===== config.mk =====
export PLATFORM = sky130hd
export DESIGN_NAME = bus_master_handshake
export DESIGN_NICKNAME = d
export VERILOG_FILES = /design/src/rtl/bmh_pkg.sv /design/src/rtl/bmh_qualify.sv /design/src/rtl/bmh_fsm.sv /design/src/rtl/bmh_drive.sv /design/src/rtl/bus_master_handshake.sv
export SDC_FILE = /design/constraint.sdc
export NUM_CORES = 1
export LEC_CHECK = 0
export ABC_AREA = 1
export BUFFER_PORTS_ARGS = -buffer_cell sky130_fd_sc_hd__buf_4
export CAP_MARGIN = 20
export CORE_AREA = 4 4 41 43
export CTS_BUF_LIST = sky130_fd_sc_hd__clkbuf_8
export CTS_CLUSTER_DIAMETER = 150
export CTS_CLUSTER_SIZE = 24
export DETAILED_ROUTE_END_ITERATION = 7
export DIE_AREA = 0 0 45 47
export PLACE_DENSITY_LB_ADDON = 0.15
export REMOVE_ABC_BUFFERS = 1
export SETUP_SLACK_MARGIN = 0.2
export SLEW_MARGIN = 20
export SYNTH_ARGS = -nofsm -noshare
export SYNTH_HDL_FRONTEND = slang
export SYNTH_SLANG_ARGS = --single-unit
export TNS_END_PERCENT = 50

===== constraint.sdc =====
create_clock -name clk -period 2.6 [get_ports clk]
set_input_delay 0.13 -clock clk [delete_from_list [all_inputs] [get_ports clk]]
set_output_delay 0.13 -clock clk [all_outputs]
set_load 0.03 [all_outputs]

===== src/rtl/bmh_pkg.sv =====
package bmh_pkg;

    typedef enum logic [1:0] {
        ST_IDLE  = 2'd0,
        ST_WAIT  = 2'd1,
        ST_START = 2'd2,
        ST_HOLD  = 2'd3
    } bmh_state_t;

    typedef struct packed {
        logic bus_req;
        logic abb;
        logic start;
        logic addr_en;
    } bmh_out_t;

    typedef struct packed {
        logic want;
        logic grant;
        logic qual;
        logic done;
    } bmh_in_t;

    function automatic logic qualified(input logic grant, input logic busy);
        return grant & ~busy;
    endfunction

    function automatic bmh_out_t decode(input bmh_state_t st);
        bmh_out_t o;
        o.bus_req = (st == ST_WAIT);
        o.abb     = (st == ST_START) || (st == ST_HOLD);
        o.start   = (st == ST_START);
        o.addr_en = (st == ST_START) || (st == ST_HOLD);
        return o;
    endfunction

endpackage


===== src/rtl/bmh_qualify.sv =====
module bmh_qualify
    import bmh_pkg::*;
(
    input  logic    acc_req_i,
    input  logic    grant_i,
    input  logic    abb_i,
    input  logic    done_i,
    output bmh_in_t in_o
);
    always_comb begin
        in_o.want  = acc_req_i;
        in_o.grant = grant_i;
        in_o.qual  = qualified(grant_i, abb_i);
        in_o.done  = done_i;
    end
endmodule


===== src/rtl/bmh_fsm.sv =====
module bmh_fsm
    import bmh_pkg::*;
(
    input  logic       clk,
    input  logic       rst,
    input  bmh_in_t    in_i,
    output bmh_state_t state_o
);
    bmh_state_t state_q;
    bmh_state_t state_d;

    always_comb begin
        state_d = state_q;
        unique case (state_q)
            ST_IDLE: begin
                if (in_i.want && in_i.qual)      state_d = ST_START;
                else if (in_i.want)              state_d = ST_WAIT;
            end
            ST_WAIT: begin
                if (!in_i.want)                  state_d = ST_IDLE;
                else if (in_i.qual)              state_d = ST_START;
            end
            ST_START: begin
                state_d = ST_HOLD;
            end
            ST_HOLD: begin
                if (in_i.done) begin
                    if (in_i.want && in_i.grant) state_d = ST_START;
                    else if (in_i.want)          state_d = ST_WAIT;
                    else                         state_d = ST_IDLE;
                end
            end
            default: state_d = ST_IDLE;
        endcase
    end

    always_ff @(posedge clk) begin
        if (rst) state_q <= ST_IDLE;
        else     state_q <= state_d;
    end

    assign state_o = state_q;

    // a start state is always followed by the hold state
    p_start_once_r5: assert property (@(posedge clk) disable iff (rst)
        (state_q == ST_START) |=> (state_q == ST_HOLD));

    // losing the internal request while waiting returns to idle
    p_cancel_r9: assert property (@(posedge clk) disable iff (rst)
        (state_q == ST_WAIT && !in_i.want) |=> (state_q == ST_IDLE));
endmodule


===== src/rtl/bmh_drive.sv =====
module bmh_drive
    import bmh_pkg::*;
(
    input  bmh_state_t state_i,
    output bmh_out_t   out_o
);
    always_comb out_o = decode(state_i);
endmodule


===== src/rtl/bus_master_handshake.sv =====
module bus_master_handshake
    import bmh_pkg::*;
(
    input  logic clk,
    input  logic rst,
    input  logic acc_req_i,
    input  logic grant_i,
    input  logic abb_i,
    input  logic done_i,
    output logic bus_req_o,
    output logic abb_drive_o,
    output logic xfer_start_o,
    output logic addr_en_o
);
    bmh_in_t    sampled;
    bmh_state_t state;
    bmh_out_t   outs;

    bmh_qualify u_qual (
        .acc_req_i (acc_req_i),
        .grant_i   (grant_i),
        .abb_i     (abb_i),
        .done_i    (done_i),
        .in_o      (sampled)
    );

    bmh_fsm u_fsm (
        .clk     (clk),
        .rst     (rst),
        .in_i    (sampled),
        .state_o (state)
    );

    bmh_drive u_drive (
        .state_i (state),
        .out_o   (outs)
    );

    assign bus_req_o    = outs.bus_req;
    assign abb_drive_o  = outs.abb;
    assign xfer_start_o = outs.start;
    assign addr_en_o    = outs.addr_en;

    // a start from an unowned bus needs a qualified grant on the prior edge
    p_qual_start_r3: assert property (@(posedge clk) disable iff (rst)
        (!abb_drive_o && acc_req_i && !(grant_i && !abb_i)) |=> !xfer_start_o);

    // transfer-start never lasts two clocks
    p_pulse_r5: assert property (@(posedge clk) disable iff (rst)
        xfer_start_o |=> !xfer_start_o);

    // tenure is held until done is sampled
    p_hold_r6: assert property (@(posedge clk) disable iff (rst)
        (abb_drive_o && !xfer_start_o && !done_i) |=> (abb_drive_o && addr_en_o));

    // grant withdrawal while waiting keeps the request up
    p_keep_req_r8: assert property (@(posedge clk) disable iff (rst)
        (bus_req_o && acc_req_i && !grant_i) |=> (bus_req_o && !xfer_start_o));

    // chained transaction keeps address-busy asserted
    p_chain_r10: assert property (@(posedge clk) disable iff (rst)
        (abb_drive_o && !xfer_start_o && done_i && acc_req_i && grant_i)
            |=> (xfer_start_o && abb_drive_o));

    // done with a pending access but no grant goes back to requesting
    p_rereq_r11: assert property (@(posedge clk) disable iff (rst)
        (abb_drive_o && !xfer_start_o && done_i && acc_req_i && !grant_i)
            |=> (bus_req_o && !abb_drive_o));
endmodule


Yosys cells after proc, flatten, opt, wreduce, memory -nomap -nowiden

Index checks and enable logic that the tools add are counted.
Widths: inputs -> output; s select.

Reduce and logical (&&, ||, !) cells: 5
Eq/ne operators: 6
Muxes and demuxes: 8
Bitwise operators: 2

Operators with widths:

| operator           | number |
|---|---|
| $mux 2             | 6 |
| $pmux 2 s4         | 1 |
| $ne 3x2->1 const B | 2 |
| $eq 2x2->1 const B | 2 |
| $reduce_and 3->1   | 1 |
| $eq 2x1->1 const B | 1 |
| $logic_and 1x1->1  | 2 |
| $logic_not 2->1    | 1 |
| $ne 2x2->1 const B | 1 |
| $and 1x1->1        | 1 |
| $logic_or 1x1->1   | 1 |
| $mux 1             | 1 |
| $not 1->1          | 1 |

Logic and storage cells: 22
Bits in registers: 2
Input port bits: 6
Output and inout bits: 4

Depth between registers and ports, before layout

Gate-level depths: netlist (run 1).

Depth after elaboration: 5
Depth in mapped cells: 6
Gate-level depth less buffers: 6

By module

Synthesis (run 1) repeated with hierarchy kept, for this count alone.

Cells, all modules: 39
Area total of the unflattened synthesis: 217.7 sq um

Modules (own cells, without submodules):

| module      | cells each | sequential area each (sq um) | area each (sq um) | times used |
|---|---|---|---|---|
| bmh_fsm     | 28         | 40.0                         | 156.4             | 1 |
| bmh_qualify | 5          | 0.0                          | 32.5              | 1 |
| bmh_drive   | 6          | 0.0                          | 28.8              | 1 |

Worst setup path before layout (run 1)

Ideal clock, no wire load.

Path type: register -> output
Start point: register u_fsm.state_q[1] (netlist: u_fsm.state_o[1])
End point: output port addr_en_o
Arrival: 0.973 ns
Path slack: 1.497 ns
Buffers on the path: 2
Cell stages (with the launch flop): 3
Data required time: 2.470 ns
Cell sequence: dfxtp_1 > clkbuf_1 > buf_4

Cells in the longest elaborated chain, start to end: 2
Elaborated cells on any way between the ends: 3
Those cells by class: eq/ne (2); reduce/logical (1)

Ends and longest elaborated chain:

| element                | line                       | text |
|---|---|---|
| start, declared        | bmh_fsm.sv:9               | `bmh_state_t state_q;` |
| start signal, assigned | bmh_fsm.sv:39              | `else state_q <= state_d;` |
| $eq 2x2->1             | n/a                        |  |
| $logic_or 1x1->1 (*)   | n/a                        |  |
| end, declared          | bus_master_handshake.sv:13 | `output logic addr_en_o` |

Every way passes the cells marked *; elsewhere a longest branch is shown, timed or not.

Final worst setup path (run 1)

Start point: register u_fsm.state_q[1] (netlist: u_fsm.state_o[1])
End point: output port xfer_start_o

Cells in the longest elaborated chain, start to end: 1

Ends and longest elaborated chain:

| element       | line                       | text |
|---|---|---|
| $eq 2x2->1    | bmh_pkg.sv:32              | `o.start = (st == ST_START);` |
| end, declared | bus_master_handshake.sv:12 | `output logic xfer_start_o,` |

No other way between the ends.

==> summary.txt, run 1 <==
Outcome
  – Status: finished clean

Finish
  – Max reg flops: 2
  – Final instance area: 298 µm²
  – Final #Nets: 52
  – Layout area overhead: 64.1%
  – Share of cells above drive strength 1: 34.1%
  – Diodes inserted: 0

Die
  – Die width: 45 µm
  – Row cnt: 13
  – Core Area: 1300 µm²
  – Starting density of the core: 13.9%
  – Die area: 2120 µm²
  – Die Ht: 47 µm
  – I/O pin count: 10

Clock tree
  – Hold-fix buffers, CTS: 0
  – Clock Path Buffers: 2
  – H-tree depth: 1
  – Skew-Pair Late Insertion Delay: 0.22 ns
  – Total CTS buffers: 3
  – Root buf cell: clkbuf_8
  – CTS clk-pin slew, worst paths: 0.03 ns
  – PostCTS Resize Cnt: 0
  – Setup Fix Bufs, Post-CTS: 0
  – CTS tree: built
  – Sink Count: 2

Critical path
  – CP max stage cell: dfxtp_1
  – Crit path kind: reg2out
  – CP endpoint kind: output port
  – CP max FO: 8
  – CP cell instances: nand2_1 > inv_1 > buf_4
  – CP delay by family, top: flip-flops
  – Slowest Stage Delay on Critical Path: 0.45 ns
  – Worst path buffer plus inverter count: 2
  – Req. time, crit path: 2.47 ns
  – Stages on worst setup path: 3
  – Worst path arrival time: 1.01 ns
  – Depth of the worst register-to-register path: 6
  – Crit path launch type: register

Power and ir drop
  – Clk pwr share: 55.8%
  – Worst vdd ir: 0.269 mV
  – Power Density: 757 nW/µm²
  – NetSw: 0.0000685 W
  – Pleak: 0.171 nW
  – Internal Power: 0.000157 W
  – Register share of total power: 18.1%
  – Logic pwr share: 26.1%
  – Net Sw Frac: 30.4%

GRT
  – Initial antenna violation count: 0
  – GRT Util Overall: 5.75%
  – Largest net degree at the start of global routing: 9
  – Vias in the first global route: 214
  – Global-route wire length before repair: 786 µm
  – Remaining Overflow, GRT: 0

Route
  – Wire per inst: 7.85 µm
  – DRC viols: 0
  – Pre-antenna DRT Iters: 1
  – Drt initial violations: 0
  – Vias per inst: 3.71
  – DRT Wirelength: 463 µm
  – Routed via count: 219
  – Routed Antenna Nets: 0

Logic synthesis
  – Area share of the largest cell type after synthesis: 22.1%
  – Synth unique cells: 11
  – #FFs+latches synth: 2
  – Syn_area_per_cell: 5.34 µm²
  – Syn. warnings: 0
  – Synth area leaders: dfxtp_1, inv_1, nand2_1, nand3_1, a21oi_1
  – Register area share after synthesis: 22.1%
  – Synth Cell Area: 181 µm²
  – Syn Inst Count: 34
  – Leading area contributor after synthesis: dfxtp_1

STA
  – Fmax: 875 MHz
  – Clk_skew: 0.00534 ns
  – Fin crit period: 1.14 ns
  – Final worst-path cycle share: 43.9%
  – Final setup fails: 0
  – Least-Margin Pin Slew: 0.264 ns
  – Final Hold Viols: 0
  – Rel. slew slack: 82.4%
  – RSZ-0062 raised after global routing: false
  – Setup TNS: 0 ns
  – Slew Limit Fails: 0

Place
  – Post-DP Area: 256 µm²
  – Routability cong.: 0.700
  – HPWL Detailed: 368 µm
  – Port Buffer Count: 9

Run
  – Max-cap violations: 0

Worst hold path
  – HP Class: in2reg
  – Hold path depth: 2
## path summary, 6_finish.rpt
check | startpoint | endpoint | slack (ns)
max | u_fsm.state_o[1]$_SDFFE_PP0P_ | xfer_start_o | 1.46
min | rst | u_fsm.state_o[1]$_SDFFE_PP0P_ | 0.08
max reg2reg | u_fsm.state_o[1]$_SDFFE_PP0P_ | u_fsm.state_o[1]$_SDFFE_PP0P_ | 1.57
min reg2reg | u_fsm.state_o[0]$_SDFFE_PP0P_ | u_fsm.state_o[1]$_SDFFE_PP0P_ | 0.58
## layout by cell type, fill, tap and decap left out
cell type	netlist	routed
nor2_1	3	3
nand2_2	1	1
buf_4	1	9
a21oi_1	3	3
dfxtp_1	2	2
nor2_2	2	2
nand2_1	8	8
clkbuf_8	0	3
nand3_1	4	4
inv_1	8	8
o21ai_0	1	1
## cells by family after synthesis
group	Yosys count	share of synthesized area [%]
AND/OR/NAND/NOR	18	44.1
buffers and inverters	10	22.8
flip-flops	2	22.1
AO/OA/AOI/OAI	4	11.0
## synth_stat cells
cell / instances
inv_1: 8
nand2_1: 8
nand3_1: 4
a21oi_1: 3
nor2_1: 3
dfxtp_1: 2
nor2_2: 2
buf_4: 1
clkbuf_1: 1
nand2_2: 1
o21ai_0: 1
## cell type report
| type | instances | area [µm²] |
|---|---|---|
| clock buffers | 3 | 41.3 |
| repair buffers | 9 | 67.6 |
| inverters | 8 | 30.0 |
| multi-input cells | 22 | 100 |
| fillers | 170 | 1000 |
| flip-flops and latches | 2 | 40.0 |
| well taps | 15 | 18.8 |
## per-layer routing
metal / vias up / global-route usage (%) / wire length [µm]
met5: - / 0 / 0
met4: 0 / 8.77 / 17
met3: 2 / 2.68 / 21
met2: 5 / 8.19 / 250
met1: 91 / 4.95 / 173
li1: 121 / - / -
## stage by stage
stage	hold slack (ns)	total power [W]	cells	setup WS [ns]	utilization (%)
after CTS	0.0792	0.000230	59	1.45	22.9
after global placement	0.303	0.000101	56	1.55	19.7
after floorplan	0.199	0.0000788	32	1.27	-
after global routing	0.0856	0.000240	59	1.34	22.9
final	0.0794	0.000226	59	1.46	22.9
after detailed placement	0.300	0.000101	56	1.57	19.7
## power groups by stage
stage / clock [W] / sequential, W / combinational (W)
after floorplan: 0 / 0.0000460 / 0.0000328
after global placement: 0 / 0.0000417 / 0.0000597
after detailed placement: 0 / 0.0000412 / 0.0000596
after CTS: 0.000129 / 0.0000408 / 0.0000597
after global routing: 0.000132 / 0.0000421 / 0.0000657
final: 0.000126 / 0.0000408 / 0.0000589
Power figures use the tool's default switching activity.
==> run 2: changes to the inputs <==
clock period = 1.15 ns   (was 2.6 ns; I/O delays follow)
==> summary.txt, run 2 (synthesis results as in run 1) <==
Die
  – I/O pin count: 10 (unchanged)
  – Row cnt: 13 (unchanged)
  – Die width: 45 µm (unchanged)
  – Core Area: 1300 µm² (unchanged)
  – Starting density of the core: 13.9% (unchanged)
  – Die area: 2120 µm² (unchanged)
  – Die Ht: 47 µm (unchanged)

Critical path
  – CP max FO: 5 (-3)
  – Req. time, crit path: 1.09 ns (-1.38 ns)
  – Worst path arrival time: 0.89 ns (-0.12 ns)
  – CP endpoint kind: output port
  – Crit path kind: reg2out
  – Crit path launch type: register

STA
  – RSZ-0062 raised after global routing: true
  – Slew Limit Fails: 0 (unchanged)
  – Rel. slew slack: 85.6% (+3.2 points)
  – Final setup fails: 0 (unchanged)
  – Final worst-path cycle share: 82.1%
  – Fmax: 1060 MHz
  – Least-Margin Pin Slew: 0.215 ns (-0.0491 ns)
  – Clk_skew: 0.00561 ns (+0.000263 ns)
  – Worst hold slack: 0.149 ns (+0.0696 ns)
  – Final Hold Viols: 0 (unchanged)
  – Setup TNS: 0 ns (unchanged)
  – Fin crit period: 0.944 ns

Clock tree
  – Skew-Pair Late Insertion Delay: 0.22 ns (about the same)
  – Setup Fix Bufs, Post-CTS: 0 (unchanged)
  – Total CTS buffers: 3 (unchanged)
  – Root buf cell: clkbuf_8
  – CTS clk-pin slew, worst paths: 0.03 ns (about the same)
  – Sink Count: 2 (unchanged)
  – H-tree depth: 1 (unchanged)
  – CTS tree: built
  – Clock Path Buffers: 2 (unchanged)

Place
  – Routability cong.: 0.672 (-4.0%)
  – Port Buffer Count: 9 (unchanged)
  – HPWL Detailed: 373 µm (+1.2%)

Finish
  – Diodes inserted: 0 (unchanged)
  – Commonest non-fill, non-tap cells in the layout: buf_4, inv_1, nand2_1
  – Layout area overhead: 82.1%
  – Reg area: 47.5 µm² (+19%)
  – Fillcell total: 165 (-2.9%)
  – Multi-input gate area: 111 µm² (+11%)
  – Share of cells above drive strength 1: 44.4% (+10 points)
  – Max reg flops: 2 (unchanged)
  – Final #Nets: 53 (+1.9%)
  – Commonest non-fill, non-tap cell in the layout: buf_4

Route
  – Vias per inst: 3.87 (+4.2%)
  – DRC viols: 0 (unchanged)
  – Routed Antenna Nets: 0 (unchanged)
  – Pre-antenna DRT Iters: 1 (unchanged)
  – Drt initial violations: 0 (unchanged)
  – Wire per inst: 7.78 µm (-0.82%)
  – DRT Wirelength: 467 µm (+0.86%)
  – Routed via count: 232 (+5.9%)

GRT
  – Remaining Overflow, GRT: 0 (unchanged)
  – GRT Util Overall: 6.06% (+0.31 points)
  – Largest net degree at the start of global routing: 9 (unchanged)
  – Initial antenna violation count: 0 (unchanged)
  – Vias in the first global route: 224 (+4.7%)
  – Global-route wire length before repair: 841 µm (+7.0%)

Power and ir drop
  – Worst vdd ir: 0.628 mV (+130%)
  – Pleak: 0.178 nW (+4.1%)
  – Power Density: 1600 nW/µm² (+110%)

Worst hold path
  – HP Class: in2reg

Outcome
  – Status: finished clean

Run
  – Max-cap violations: 0 (unchanged)
[run 2: cell count changes in the layout (fill, tap and decap cells not counted), sizes merged]
cell | before | now
dlygate4sd3 | 0 | 1
[run 2: path summary, 6_finish.rpt]
| check | from | end | cells past startpoint | slack (ns) |
|---|---|---|---|---|
| hold reg to reg | u_fsm.state_o[0]$_SDFFE_PP0P_ | u_fsm.state_o[1]$_SDFFE_PP0P_ | 2 | 0.58 |
| hold / removal | done_i | u_fsm.state_o[1]$_SDFFE_PP0P_ | 4 | 0.15 |
| setup reg to reg | u_fsm.state_o[1]$_SDFFE_PP0P_ | u_fsm.state_o[1]$_SDFFE_PP0P_ | 5 | 0.21 |
| setup / recovery | u_fsm.state_o[0]$_SDFFE_PP0P_ | bus_req_o | 3 | 0.21 |
[run 2: power breakdown]
part / internal (W) / total [W] / switching, W
Clock: 0.000222 / 0.000284 / 0.0000623
Combinational: 0.0000641 / 0.000146 / 0.0000815
Sequential: 0.0000805 / 0.0000981 / 0.0000175
Total: 0.000367 / 0.000528 / 0.000161
[run 2: per-stage QoR]
stage                     util, %  std cells  area [µm²]  setup slack [ns]  power (W)
after floorplan                 -         32         170            -0.177   0.000178
final                        25.4         60         330             0.206   0.000528
after global routing         25.4         60         330             0.144   0.000566
after CTS                    23.5         59         305             0.186   0.000523
after global placement       19.7         56         256             0.102   0.000229
after detailed placement     19.7         56         256             0.107   0.000228
[run 2: cell type report]
type | instances | area share [%]
multi-input cells | 22 | 33.7
clock buffers | 3 | 12.5
flip-flops and latches | 2 | 14.4
well taps | 15 | 5.68
inverters | 8 | 9.09
repair buffers | 10 | 24.6
[run 2: layer usage]
layer	track usage [%]	part of all wire [%]	wire, µm
met1	6.08	39	181
met2	8.19	54	251
met3	2.30	3.6	17
met4	8.77	3.6	17
met5	0	0	0
[run 2: repair_timing]
action	4_1_cts	5_1_grt
hold buffers	0	1
setup endpoints to repair	4	4
hold endpoints to repair	0	1
pin swaps	0	1
resized for setup	4	6
[run 2: critical path, stage by stage, from the launching register on]
cell     delay (ns)
dfxtp_4        0.37
inv_2          0.04
nor2_1         0.10
buf_4          0.16
==> run 3: changes to the inputs <==
clock period = 0.8 ns   (was 1.15 ns; I/O delays follow)
==> summary.txt, run 3 (synthesis results as in run 1) <==
Route
  – DRC viols: 0 (unchanged)
  – Wire per inst: 7.83 µm (+0.61%)
  – Pre-antenna DRT Iters: 1 (unchanged)
  – DRT Wirelength: 509 µm (+9.0%)
  – Vias per inst: 3.88 (+0.27%)
  – Routed Antenna Nets: 0 (unchanged)
  – Routed via count: 252 (+8.6%)
  – Drt initial violations: 0 (unchanged)

Clock tree
  – Total CTS buffers: 3 (unchanged)
  – CTS tree: built
  – Clock Path Buffers: 2 (unchanged)
  – Sink Count: 2 (unchanged)
  – Skew-Pair Late Insertion Delay: 0.21 ns (about the same)
  – CTS clk-pin slew, worst paths: 0.03 ns (about the same)
  – Root buf cell: clkbuf_8
  – H-tree depth: 1 (unchanged)

Critical path
  – CP max FO: 7 (+2)
  – CP endpoint kind: output port
  – Crit path launch type: register
  – Worst path arrival time: 0.94 ns (+0.05 ns)
  – Crit path kind: reg2out
  – Req. time, crit path: 0.76 ns (-0.33 ns)

STA
  – Final worst-path cycle share: 123%
  – Slack of the critical path: -0.182 ns (-0.388 ns)
  – Fmax: 1020 MHz
  – Fin crit period: 0.982 ns
  – RSZ-0062 raised after global routing: true
  – Least-Margin Pin Slew: 0.226 ns (+0.0110 ns)
  – Final Hold Viols: 1 (+1)
  – Setup TNS: -0.871 ns (-0.871 ns)
  – Slew Limit Fails: 0 (unchanged)
  – Final setup fails: 6 (+6)
  – Rel. slew slack: 84.9% (-0.74 points)
  – Clk_skew: 0.00255 ns (-0.00306 ns)
  – Worst hold slack: -0.0206 ns (-0.170 ns)

Finish
  – Commonest non-fill, non-tap cells in the layout: buf_4, inv_1, nand2_1, buf_6
  – Final #Nets: 58 (+9.4%)
  – Multi-input gate area: 133 µm² (+19%)
  – Diodes inserted: 0 (unchanged)
  – Non-Filler Instances: 65 (+8.3%)
  – Share of cells above drive strength 1: 60.0% (+16 points)
  – Max reg flops: 2 (unchanged)
  – Commonest non-fill, non-tap cell in the layout: buf_4
  – Final instance area: 408 µm² (+23%)
  – Layout area overhead: 125%
  – Reg area: 47.5 µm² (unchanged)
  – Fillcell total: 153 (-7.3%)

Die
  – Die width: 45 µm (unchanged)
  – I/O pin count: 10 (unchanged)
  – Row cnt: 13 (unchanged)
  – Die area: 2120 µm² (unchanged)
  – Core Area: 1300 µm² (unchanged)
  – Die Ht: 47 µm (unchanged)
  – Starting density of the core: 13.9% (unchanged)

GRT
  – Global-route wire length before repair: 890 µm (+5.8%)
  – Vias in the first global route: 235 (+4.9%)
  – GRT Util Overall: 6.77% (+0.71 points)
  – Largest net degree at the start of global routing: 8 (-1)
  – Initial antenna violation count: 0 (unchanged)
  – Remaining Overflow, GRT: 0 (unchanged)

Power and ir drop
  – Power Density: 2030 nW/µm² (+27%)
  – Worst vdd ir: 0.840 mV (+34%)
  – Pleak: 0.209 nW (+18%)

Place
  – Port Buffer Count: 9 (unchanged)
  – Placed Cells incl. Taps: 60 (+7.1%)
  – HPWL Detailed: 411 µm (+10%)
  – Post-DP Area: 287 µm² (+12%)
  – Routability cong.: 0.704 (+4.7%)

Outcome
  – Violated checks: negative hold slack, negative setup slack
  – Status: finished with violations

Worst hold path
  – HP Class: in2reg

Run
  – Max-cap violations: 0 (unchanged)
==> run 3: metrics by stage <==
step | setup WS (ns) | hold WS (ns) | power [W] | util (%)
6_report | -0.182 | -0.0206 | 0.000826 | 31.3
5_1_grt | -0.233 | -0.0210 | 0.000889 | 31.3
4_1_cts | -0.180 | -0.0226 | 0.000829 | 30.4
3_5_place_dp | -0.194 | 0.208 | 0.000352 | 22.0
3_3_place_gp | -0.227 | 0.207 | 0.000353 | 22.0
2_1_floorplan | -0.527 | 0.109 | 0.000256 | -
==> run 3: path summary, 6_finish.rpt <==
kind / cells after the start / slack (ns) / start / to
worst max-delay path: 4 / -0.18 / u_fsm.state_o[1]$_SDFFE_PP0P_ / xfer_start_o
worst min-delay path: 2 / -0.02 / rst / u_fsm.state_o[1]$_SDFFE_PP0P_
worst max register to register: 6 / -0.16 / u_fsm.state_o[0]$_SDFFE_PP0P_ / u_fsm.state_o[1]$_SDFFE_PP0P_
worst min register to register: 3 / 0.64 / u_fsm.state_o[1]$_SDFFE_PP0P_ / u_fsm.state_o[1]$_SDFFE_PP0P_
==> run 3: per-layer routing <==
layer	global-route usage, %	part of all wire [%]	routed length [µm]	vias up
li1	-	-	-	134
met1	4.95	31	159	109
met2	11.3	61	308	6
met3	2.30	3.7	19	3
met4	10.5	4.1	21	0
met5	0	0	0	-
==> run 3: power by group <==
part           internal (W)  switching [W]
Sequential         0.000116      0.0000266
Combinational      0.000143       0.000147
Clock              0.000318      0.0000765
==> run 3: final cells by class <==
type                            instances  area share [%]
Tap cell                               15            4.60
Timing Repair Buffer                   15            33.1
Inverter                                8            7.98
Clock buffer                            3            10.1
Sequential cell                         2            11.7
Multi-Input combinational cell         22            32.5
==> run 3: repair_timing <==
| item | CTS | global route |
|---|---|---|
| pin swaps | 4 | 3 |
| endpoints found under the setup margin | 6 | 6 |
| gates resized for setup | 18 | 3 |
| endpoints found under the hold margin | 1 | 1 |
| buffers inserted | 2 | 0 |
==> run 3: worst max-delay path, stage by stage (launching register included) <==
cell	delay, ns
dfxtp_4	0.40
nand2_4	0.07
buf_6	0.11
inv_2	0.04
buf_6	0.11
